`src/rtl/serial_pkg.sv`:
```
package serial_pkg;
   localparam logic [2:0] OFS_DATA = 3'd0;
   localparam logic [2:0] OFS_IEN  = 3'd1;
   localparam logic [2:0] OFS_IDENT = 3'd2;
   localparam logic [2:0] OFS_LCTL = 3'd3;
   localparam logic [2:0] OFS_MCTL = 3'd4;
   localparam logic [2:0] OFS_LSTAT = 3'd5;

   localparam logic [7:0] ID_NONE = 8'h01;
   localparam logic [7:0] ID_TX   = 8'h02;
   localparam logic [7:0] ID_RX   = 8'h04;
   localparam logic [7:0] LSTAT_BASE = 8'h60;

   localparam int EN_RX = 0;
   localparam int EN_TX = 1;
   localparam int LCTL_DIV = 7;
   localparam int NSRC = 2;
endpackage

```
`src/rtl/serial_pace_timer.sv`:
```
module serial_pace_timer #(
   parameter int unsigned DELAY = 450
) (
   input  logic clk,
   input  logic rst_n,
   input  logic arm,
   input  logic abort,
   output logic fire
);
   localparam int CW = $clog2(DELAY + 1);
   logic [CW-1:0] cnt_q;

   always_ff @(posedge clk) begin
      if (!rst_n)      cnt_q <= '0;
      else if (abort)  cnt_q <= '0;
      else if (arm)    cnt_q <= CW'(DELAY);
      else if (cnt_q != '0) cnt_q <= cnt_q - 1'b1;
   end

   assign fire = (cnt_q == CW'(1));
endmodule

```
`src/rtl/serial_tx_age.sv`:
```
module serial_tx_age #(
   parameter int unsigned LIMIT = 450
) (
   input  logic clk,
   input  logic rst_n,
   input  logic mark,
   output logic expired
);
   localparam int AW = $clog2(LIMIT + 2);
   localparam logic [AW-1:0] SAT = AW'(LIMIT + 1);
   logic [AW-1:0] age_q;

   always_ff @(posedge clk) begin
      if (!rst_n)          age_q <= SAT;
      else if (mark)       age_q <= '0;
      else if (age_q != SAT) age_q <= age_q + 1'b1;
   end

   assign expired = (age_q == SAT);
endmodule

```
`src/rtl/serial_regfile.sv`:
```
module serial_regfile #(
   parameter int unsigned PACE_CYCLES = 450
) (
   input  logic       clk,
   input  logic       rst_n,
   input  logic       bus_sel,
   input  logic       bus_we,
   input  logic [2:0] bus_addr,
   input  logic [7:0] bus_wdata,
   output logic [7:0] bus_rdata,
   input  logic       rx_valid,
   input  logic [7:0] rx_data,
   output logic       rx_ready,
   output logic       tx_strobe,
   output logic [7:0] tx_data,
   output logic       irq
);
   import serial_pkg::*;

   if (PACE_CYCLES < 2) begin : g_bad_pace
      $error("PACE_CYCLES must be at least 2");
   end

   logic [7:0] ien_q, lctl_q, mctl_q, div_lo_q, div_hi_q;
   logic       rx_pend_q, tx_pend_q, irq_q, rx_prev_q;
   logic [NSRC-1:0] arm, abort, fire;
   logic       age_expired, tx_now, rx_post, tx_post, irq_drop;

   wire div_sel = lctl_q[LCTL_DIV];
   wire rd_acc  = bus_sel & ~bus_we;
   wire wr_acc  = bus_sel & bus_we;
   wire data_rd = rd_acc & (bus_addr == OFS_DATA) & ~div_sel;
   wire data_wr = wr_acc & (bus_addr == OFS_DATA) & ~div_sel;
   wire ien_wr  = wr_acc & (bus_addr == OFS_IEN) & ~div_sel;
   wire id_rd   = rd_acc & (bus_addr == OFS_IDENT);
   wire rx_rise = rx_valid & ~rx_prev_q;

   assign arm[EN_RX]   = (data_rd & ien_q[EN_RX])
                       | (ien_wr & bus_wdata[EN_RX] & rx_valid)
                       | (rx_rise & ien_q[EN_RX] & ~ien_wr);
   assign abort[EN_RX] = ien_wr & ~bus_wdata[EN_RX];
   assign tx_now       = ien_wr & bus_wdata[EN_TX] & age_expired;
   assign arm[EN_TX]   = (data_wr & ien_q[EN_TX])
                       | (ien_wr & bus_wdata[EN_TX] & ~age_expired);
   assign abort[EN_TX] = ien_wr & ~bus_wdata[EN_TX];

   for (genvar g = 0; g < NSRC; g++) begin : g_pace
      serial_pace_timer #(.DELAY(PACE_CYCLES)) u_timer (
         .clk(clk), .rst_n(rst_n), .arm(arm[g]), .abort(abort[g]), .fire(fire[g])
      );
   end

   assign rx_post  = fire[EN_RX] & ien_q[EN_RX] & rx_valid & ~arm[EN_RX] & ~abort[EN_RX];
   assign tx_post  = (fire[EN_TX] & ien_q[EN_TX] & ~arm[EN_TX] & ~abort[EN_TX]) | tx_now;
   assign irq_drop = data_rd | data_wr | (ien_wr & ~(bus_wdata[EN_RX] & bus_wdata[EN_TX]));

   serial_tx_age #(.LIMIT(PACE_CYCLES)) u_age (
      .clk(clk), .rst_n(rst_n), .mark(tx_post), .expired(age_expired)
   );

   always_ff @(posedge clk) begin
      if (!rst_n) begin
         ien_q <= '0; lctl_q <= '0; mctl_q <= '0; div_lo_q <= '0; div_hi_q <= '0;
         rx_pend_q <= 1'b0; tx_pend_q <= 1'b0; irq_q <= 1'b0; rx_prev_q <= 1'b0;
      end else begin
         rx_prev_q <= rx_valid;
         if (wr_acc) begin
            unique case (bus_addr)
               OFS_DATA: if (div_sel) div_lo_q <= bus_wdata;
               OFS_IEN:  if (div_sel) div_hi_q <= bus_wdata; else ien_q <= bus_wdata;
               OFS_LCTL: lctl_q <= bus_wdata;
               OFS_MCTL: mctl_q <= bus_wdata;
               default: ;
            endcase
         end
         if (rx_post)      rx_pend_q <= 1'b1;
         else if (data_rd) rx_pend_q <= 1'b0;
         if (tx_post)      tx_pend_q <= 1'b1;
         else if (data_wr | abort[EN_TX] | (id_rd & ~rx_pend_q)) tx_pend_q <= 1'b0;
         if (rx_post | tx_post) irq_q <= 1'b1;
         else if (irq_drop)     irq_q <= 1'b0;
      end
   end

   always_comb begin
      unique case (bus_addr)
         OFS_DATA:  bus_rdata = div_sel ? div_lo_q : (rx_valid ? rx_data : 8'h00);
         OFS_IEN:   bus_rdata = div_sel ? div_hi_q : ien_q;
         OFS_IDENT: bus_rdata = rx_pend_q ? ID_RX : (tx_pend_q ? ID_TX : ID_NONE);
         OFS_LCTL:  bus_rdata = lctl_q;
         OFS_MCTL:  bus_rdata = mctl_q;
         OFS_LSTAT: bus_rdata = LSTAT_BASE | {7'd0, rx_valid};
         default:   bus_rdata = 8'h00;
      endcase
   end

   assign rx_ready  = data_rd;
   assign tx_strobe = data_wr;
   assign tx_data   = bus_wdata;
   assign irq       = irq_q;
endmodule

```
`config.mk`:
```
export PLATFORM = sky130hd
export DESIGN_NAME = serial_regfile
export DESIGN_NICKNAME = d
export VERILOG_FILES = /design/src/rtl/serial_pkg.sv /design/src/rtl/serial_pace_timer.sv /design/src/rtl/serial_tx_age.sv /design/src/rtl/serial_regfile.sv
export SDC_FILE = /design/constraint.sdc
export NUM_CORES = 1
export LEC_CHECK = 0
export BUFFER_PORTS_ARGS = -buffer_cell sky130_fd_sc_hd__buf_2
export CORE_UTILIZATION = 55
export CTS_BUF_LIST = sky130_fd_sc_hd__clkbuf_4 sky130_fd_sc_hd__clkbuf_8
export DETAILED_ROUTE_END_ITERATION = 8
export PLACE_DENSITY_LB_ADDON = 0.2
export SLEW_MARGIN = 30
export SYNTH_ARGS = -nofsm -noshare
export SYNTH_HDL_FRONTEND = slang
export SYNTH_SLANG_ARGS = --single-unit
```
`constraint.sdc`:
```
create_clock -name clk -period 1.8 [get_ports clk]
set_input_delay 0.36 -clock clk [delete_from_list [all_inputs] [get_ports clk]]
set_output_delay 0.36 -clock clk [all_outputs]
set_load 0.005 [all_outputs]
```
==> out/qor.log, run 1 <==
qor: setup_path.worstPathRequired 1.44 ns
qor: flow_run.max_cap_viol_count 0
qor: yosys.synth_top_area_frac 0.381
qor: grt.first_pass_grt_wire_length 14100 µm
qor: timing.finalSetupViolations 12
qor: final_layout.post_route_cells_drive_above_1_share 0.321
qor: die.fp.dieH 84.4 µm
qor: timing.transition_at_the_pin_with_the_smallest_max_transition_slack 0.340 ns
qor: clocking.cts-buffers-inserted 9
qor: setup_path.critPathLaunchType register
qor: grt.number_of_antenna_violations_at_the_first_check_in_global_routing 0
qor: setup_path.timing_worst_setup_path_type reg -> out
qor: yosys.yosysSeqAreaShare 0.381
qor: run_status.status complete, but fails checks
qor: clocking.numClockSinks 71
qor: final_layout.finalCoreUtilization 0.736
qor: yosys.synth.cell_area 3730 µm²
qor: timing.final.setup.worst_slack -0.149 ns
qor: route.route.detailed.vias_per_inst 5.69
qor: route.ant_nets 0
qor: timing.top_achievable_clock_speed 513 MHz
qor: die.effective_utilization_at_floorplan 0.578
qor: die.core.rowCount 29
qor: yosys.avgSynthCellArea 9.09 µm²
qor: timing.setup_repair_after_global_routing_missed_its_margin yes
qor: yosys.synth_top_cell_by_area dfxtp_1
qor: yosys.netlist-cell-type-count 52
qor: timing.hold-worst-slack 0.305 ns
qor: setup_path.worst_setup_end_kind output port
qor: timing.slew_headroom 0.773
qor: min_path.timing.hold.worst.class in -> reg
qor: setup_path.crit_fanout 5
qor: final_layout.flow.area_growth_from_synthesis 27.3%
qor: route.drt_iter0_drc 168
qor: clocking.clk-insertion-delay-late 0.35 ns
qor: power.peakVddDrop 1090 µV
qor: min_path.worst_hold_path_startpoint bus_wdata[4]
qor: final_layout.ff_latch_area 1430 µm²
qor: grt.groute.usage.overall 0.252
qor: route.detail_route.first_pass.iterations 6
qor: yosys.syn-num-nets 442
qor: final_layout.area_used_by_multi_input_combinational_logic 2290 µm²
qor: yosys.synth.yosys.warnings 0
qor: grt.grt_overflow_total 0
qor: place.placed_cells_incl_taps 545
qor: timing.post-route-period-util 1.08
qor: yosys.dominantRegCellSynth dfxtp_1
qor: route.wire_per_inst 16.0 µm
qor: power.static_leak 1.86 nW
qor: run_status.violations design-rule violations, negative setup slack
qor: die.core_area 6460 µm²
qor: timing.finalMaxSlewViolations 0
qor: route.drc 8
qor: final_layout.fin_cells 575
qor: die.fp.dieW 84.4 µm
qor: clocking.cts_root_buffer clkbuf_8
qor: timing.min_period 1.95 ns
qor: final_layout.nFillCells 494
qor: grt.vias_in_the_first_global_route 2956
qor: clocking.htree_num_levels 3
qor: die.boundaryPins 43
qor: clocking.cts.reportedPaths.clkPinSlew 0.08 ns
qor: power.power_per_cell_area 1100 nW/µm²
qor: clocking.cts_buffer_depth 2
qor: yosys.yosys_register_bits 71
qor: route.total_via_count_after_detailed_routing 3272
qor: route.wirelength 9190 µm
qor: yosys.synth.area.top_cells dfxtp_1 38%, mux2i_1 10%, nor2b_1 6.5%
qor: place.place_ws -0.139 ns
qor: timing.hold_violations 0
qor: yosys.synthesis.instances 411
qor: grt.grt_max_degree 24
qor: setup_path.rr_startpoint lctl_q[7]
qor: clocking.tritoncts yes
qor: place.gp_congestion 0.842
qor: place.place_hpwl 6180 µm
qor: final_layout.final_nets 524
qor: timing.skew 0.00428 ns
qor: die.design.die.area 7120 µm²
qor: yosys.async_reset_ff_frac 0
qor: yosys.synth-edff-count 0
qor: setup_path.worst_ep_arrival_time 1.59 ns
qor: place.place.port_buffers 42
qor: final_layout.number_of_antenna_repair_diodes 0
qor: timing.tns -0.942 ns
qor: setup_path.worst_setup_path_startpoint lctl_q[7]
## layout make-up
class,instances,area share
clock inverter,7,0.0205
multi-input combinational,307,0.482
tap,77,0.0203
timing repair buffer,97,0.146
sequential,71,0.300
clock buffer,9,0.0261
inverter,7,0.00553
## cell usage in the layout (no fill, tap or decap), types with 9 or more instances in the layout
master and instances:
buf_2 41, nand2_1 28, buf_6 9, dfxtp_1 70, a21oi_1 16, nor2_1 28, buf_4 44, o21ai_0 10
clkbuf_8 9, xor2_1 13, o21ai_1 9, nor2b_1 37, mux2i_1 39, nand3_1 17
## synth_stat cells, types with 2 or more instances
master    number
o22ai_1        6
a31oi_1        3
inv_1          7
buf_4          8
nor2_1        29
a22oi_1        4
nand2_1       31
buf_2          5
nor4_1         2
mux2i_1       39
nor2b_1       39
nor4_2         2
clkbuf_1      13
nor3b_1        8
a221oi_1       2
mux2_2         2
a22o_1         3
nor3_1         3
nand3b_1       4
nand3_1       18
and2_1         3
o21ai_0       20
nand4_2        2
ha_1           7
dfxtp_1       71
nor3_4         2
a21oi_1       22
nand2b_1       5
xor2_1        13
nand4b_1       6
o21a_1         2
a21boi_0       6
xnor2_1        4
nor4b_2        2
## path summary, 6_finish.rpt
kind | endpoint | slack, ns | depth (start not counted)
setup / recovery | bus_rdata[1] | -0.15 | 7
hold reg to reg | ien_q[4] | 0.47 | 2
hold / removal | ien_q[4] | 0.31 | 3
setup reg to reg | irq | -0.06 | 7
## cell families after synthesis
kind of cell,Yosys count,synth area share
and+or+nand+nor,167,0.272
AOI/OAI and AO/OA,74,0.128
DFF,71,0.381
muxes,41,0.111
buffers and inverters,34,0.0459
xor gates and xnor gates,17,0.0399
adders and majority gates,7,0.0234
## layer usage
layer / vias up / global-route usage / wire length [µm]
met5: - / 0 / 0
met2: 65 / 0.411 / 4360
met1: 1591 / 0.337 / 4340
met3: 7 / 0.0639 / 388
li1: 1609 / - / -
met4: 0 / 0.0647 / 97
## stage by stage
stage	area [µm²]	power (W)
final	4750	0.00525
after global routing	4750	0.00561
after CTS	4540	0.00516
after detailed placement	4240	0.00373
after global placement	4240	0.00366
after floorplan	3730	0.00325
## where the power goes
part	internal (W)	switching, W	total, W
combinational	0.000872	0.000952	0.00182
sequential	0.00180	0.000212	0.00201
clock	0.000782	0.000636	0.00142
total	0.00345	0.00180	0.00525
## critical path, stage by stage (launching register included)
cell and delay, ns:
dfxtp_4 0.40, buf_6 0.12, nand2_2 0.04, a21oi_2 0.15
a21oi_2 0.05, o22a_1 0.20, o22ai_2 0.14, buf_2 0.14
## what timing repair did
item                                    CTS  global route
endpoints found under the setup margin   10            35
resized for setup                        13            43
hold buffers                              0             0
cloned                                    0             1
buffers inserted                          5             8
pin swaps                                 7            13
## registers in the layout, indices dropped and copies added, names as in the netlist
register              cells
div_hi_q                  8
lctl_q                    8
tx_pend_q                 1
u_age.age_q               9
rx_prev_q                 1
rx_pend_q                 1
div_lo_q                  8
ien_q                     8
g_pace.u_timer.cnt_q     18
mctl_q                    8
irq                       1
Power figures use the tool's default switching activity.
==> run 2, diff against run 1 <==
--- a/config.mk
+++ b/config.mk
@@ -10,6 +10,7 @@
 export CTS_BUF_LIST = sky130_fd_sc_hd__clkbuf_4 sky130_fd_sc_hd__clkbuf_8
 export DETAILED_ROUTE_END_ITERATION = 8
 export PLACE_DENSITY_LB_ADDON = 0.2
+export RECOVER_POWER = 50
 export SLEW_MARGIN = 30
 export SYNTH_ARGS = -nofsm -noshare
 export SYNTH_HDL_FRONTEND = slang
==> constraint.sdc (replaced) <==
create_clock -name clk -period 1.8 [get_ports clk]
set_input_delay 0.54 -clock clk [delete_from_list [all_inputs] [get_ports clk]]
set_output_delay 0.54 -clock clk [all_outputs]
set_load 0.005 [all_outputs]
==> run 2 against run 1 <==
The flow still finishes with violations (design-rule violations, negative setup slack). Flip-flop and latch count is the same. Worst setup slack got worse by 0.25 ns. First-iteration DRC count is 43% higher. Critical endpoint unchanged.
==> out/qor.log, run 2 (synthesis results as in run 1) <==
qor: timing.top_achievable_clock_speed 454 MHz
qor: min_path.min_to ien_q[4]
qor: setup_path.worstPathRequired 1.26 ns
qor: place.place_ws -0.336 ns
qor: grt.grt_max_degree 22
qor: timing.min_period 2.20 ns
qor: route.wirelength 9620 µm
qor: final_layout.fin_cells 585
qor: die.core_area 6460 µm²
qor: final_layout.layout.cells.most_common_list 70 x dfxtp_1, 43 x buf_4, 38 x mux2i_1, 37 x nor2b_1, 31 x buf_2
qor: clocking.tritoncts yes
qor: power.share_clk_of_total_power 0.256
qor: route.total_via_count_after_detailed_routing 3333
qor: setup_path.path_cells nand3b_1 > a21oi_2 > a21oi_1 > o22a_1 > o22ai_1 > buf_2
qor: die.boundaryPins 43
qor: clocking.numClockSinks 71
qor: route.ant_nets 0
qor: min_path.hold-path-cell-count 2
qor: min_path.worst_hold_path_startpoint ien_q[4]
qor: final_layout.final_nets 534
qor: power.power_per_cell_area 1070 nW/µm²
qor: timing.hold_violations 0
qor: run_status.violations design-rule violations, negative setup slack
qor: power.static_leak 1.87 nW
qor: timing.finalSetupViolations 17
qor: route.drc 9
qor: route.drt_iter0_drc 241
qor: final_layout.largest_reg_flops 18
qor: setup_path.cp_num_cells 6
qor: timing.setup_repair_after_global_routing_missed_its_margin yes
qor: flow_run.max_cap_viol_count 0
qor: run_status.status complete, but fails checks
qor: die.fp.dieW 84.4 µm
qor: min_path.timing.hold.worst.class reg -> reg
qor: clocking.cts-buffers-inserted 9
qor: timing.post-route-period-util 1.22
qor: clocking.cts_buffer_depth 2
qor: setup_path.rr_endpoint irq
qor: power.share_of_total_power_in_sequential_cells 0.391
qor: power.p_sw 0.00180 W
qor: setup_path.critical-path-max-stage-delay 0.40 ns
qor: final_layout.finalCoreUtilization 0.740
qor: final_layout.flow.area_growth_from_synthesis 28.0%
qor: grt.first_pass_grt_wire_length 15000 µm
qor: clocking.htree_num_levels 3
qor: final_layout.layout_commonest_cell dfxtp_1
qor: setup_path.critPathSlowestCell dfxtp_4
qor: timing.tns -3.22 ns
qor: setup_path.crit_fanout 7
qor: place.cell_area_after_placement 4380 µm²
qor: die.fp.dieH 84.4 µm
qor: die.core.rowCount 29
qor: die.effective_utilization_at_floorplan 0.578
qor: timing.skew 0.00454 ns
qor: final_layout.number_of_antenna_repair_diodes 0
qor: route.route.detailed.vias_per_inst 5.70
qor: timing.transition_at_the_pin_with_the_smallest_max_transition_slack 0.544 ns
qor: setup_path.rr_startpoint lctl_q[7]
qor: final_layout.stdcell_area 4780 µm²
qor: grt.vias_in_the_first_global_route 3221
qor: power.combPwrFrac 0.353
qor: timing.finalMaxSlewViolations 0
qor: final_layout.top_regs g_pace.u_timer.cnt_q (18), u_age.age_q (9)
qor: power.peakVddDrop 832 µV
qor: die.design.die.area 7120 µm²
qor: clocking.cts_root_buffer clkbuf_8
qor: setup_path.worst-r2r-setup-slack -0.06 ns
qor: power.swShare 0.351
qor: clocking.clk-insertion-delay-late 0.35 ns
qor: power.internal_power 0.00333 W
qor: setup_path.r2r_depth 7
qor: setup_path.timing_worst_setup_path_type reg -> out
qor: grt.grt_overflow_total 0
qor: place.place_hpwl 6160 µm
qor: setup_path.worst_ep_arrival_time 1.66 ns
qor: final_layout.post_route_cells_drive_above_1_share 0.285
qor: setup_path.cp_num_buf_inv 1
qor: place.gp_congestion 0.835
qor: clocking.cts.reportedPaths.clkPinSlew 0.08 ns
qor: place.placed_cells_incl_taps 556
qor: setup_path.worst_setup_end_kind output port
qor: place.place.port_buffers 42
qor: setup_path.critPathLaunchType register
qor: route.wire_per_inst 16.4 µm
qor: final_layout.largest-register g_pace.u_timer.cnt_q
qor: timing.slew_headroom 0.637
qor: route.detail_route.first_pass.iterations 7
qor: grt.groute.usage.overall 0.272
qor: timing.final.setup.worst_slack -0.401 ns
qor: clocking.cts_hold_buf 0
qor: grt.number_of_antenna_violations_at_the_first_check_in_global_routing 0
qor: setup_path.critPathTopFamily compound AO/OA/AOI/OAI gates
-- run 2: final cells by class --
| type | count | area [µm²] |
|---|---|---|
| clock buffer | 9 | 124 |
| clock inverter | 7 | 81.3 |
| fill | 481 | 1680 |
| inverter | 7 | 26.3 |
| multi-input combinational | 307 | 2240 |
| sequential | 71 | 1430 |
| tap | 77 | 96.3 |
| timing repair buffer | 107 | 787 |
-- run 2: worst max-delay path by stage --
| stage | start | to | slack [ns] |
|---|---|---|---|
| 5_1_grt | lctl_q[7] | bus_rdata[1] | -0.46 |
| 3_3_place_gp | rx_valid | bus_rdata[2] | -0.33 |
| 3_5_place_dp | rx_valid | bus_rdata[2] | -0.34 |
| 2_1_floorplan | lctl_q[7] | bus_rdata[1] | -0.01 |
| 6_report | lctl_q[7] | bus_rdata[1] | -0.40 |
| 4_1_cts | lctl_q[7] | bus_rdata[3] | -0.36 |
-- run 2: power by group through the flow --
stage | clock network, W | registers (W) | logic, W
after floorplan | 0 | 0.00201 | 0.00125
after global placement | 0 | 0.00202 | 0.00168
after detailed placement | 0 | 0.00204 | 0.00174
after CTS | 0.00135 | 0.00200 | 0.00178
after global routing | 0.00141 | 0.00204 | 0.00202
final | 0.00132 | 0.00201 | 0.00181
-- run 2: timing repair --
item	4_1_cts	5_1_grt
buffers inserted	5	6
setup endpoints to repair	12	24
cloned	1	2
gates resized for setup	26	18
pin swaps	5	14
-- run 2: routing by layer --
metal  GRT usage  up-vias  routed length [µm]
met4       0.129        0                 182
met1       0.339     1592                4310
li1            -     1622                   -
met3      0.0541       16                 504
met2       0.455      103                4620
met5           0        -                   0
-- run 2: per-stage QoR --
stage	hold slack [ns]	total power [W]
finish	0.473	0.00514
global route	0.497	0.00547
CTS	0.457	0.00514
detailed placement	0.459	0.00378
global placement	0.449	0.00370
floorplan	0.441	0.00325
-- run 2: worst reg2reg max path, cell delays in order, from the launching register on --
cell	delay, ns
dfxtp_4	0.40
buf_6	0.14
nand4bb_4	0.22
nor3_4	0.20
buf_4	0.17
a32oi_4	0.07
a21o_4	0.29
o31a_1	0.27
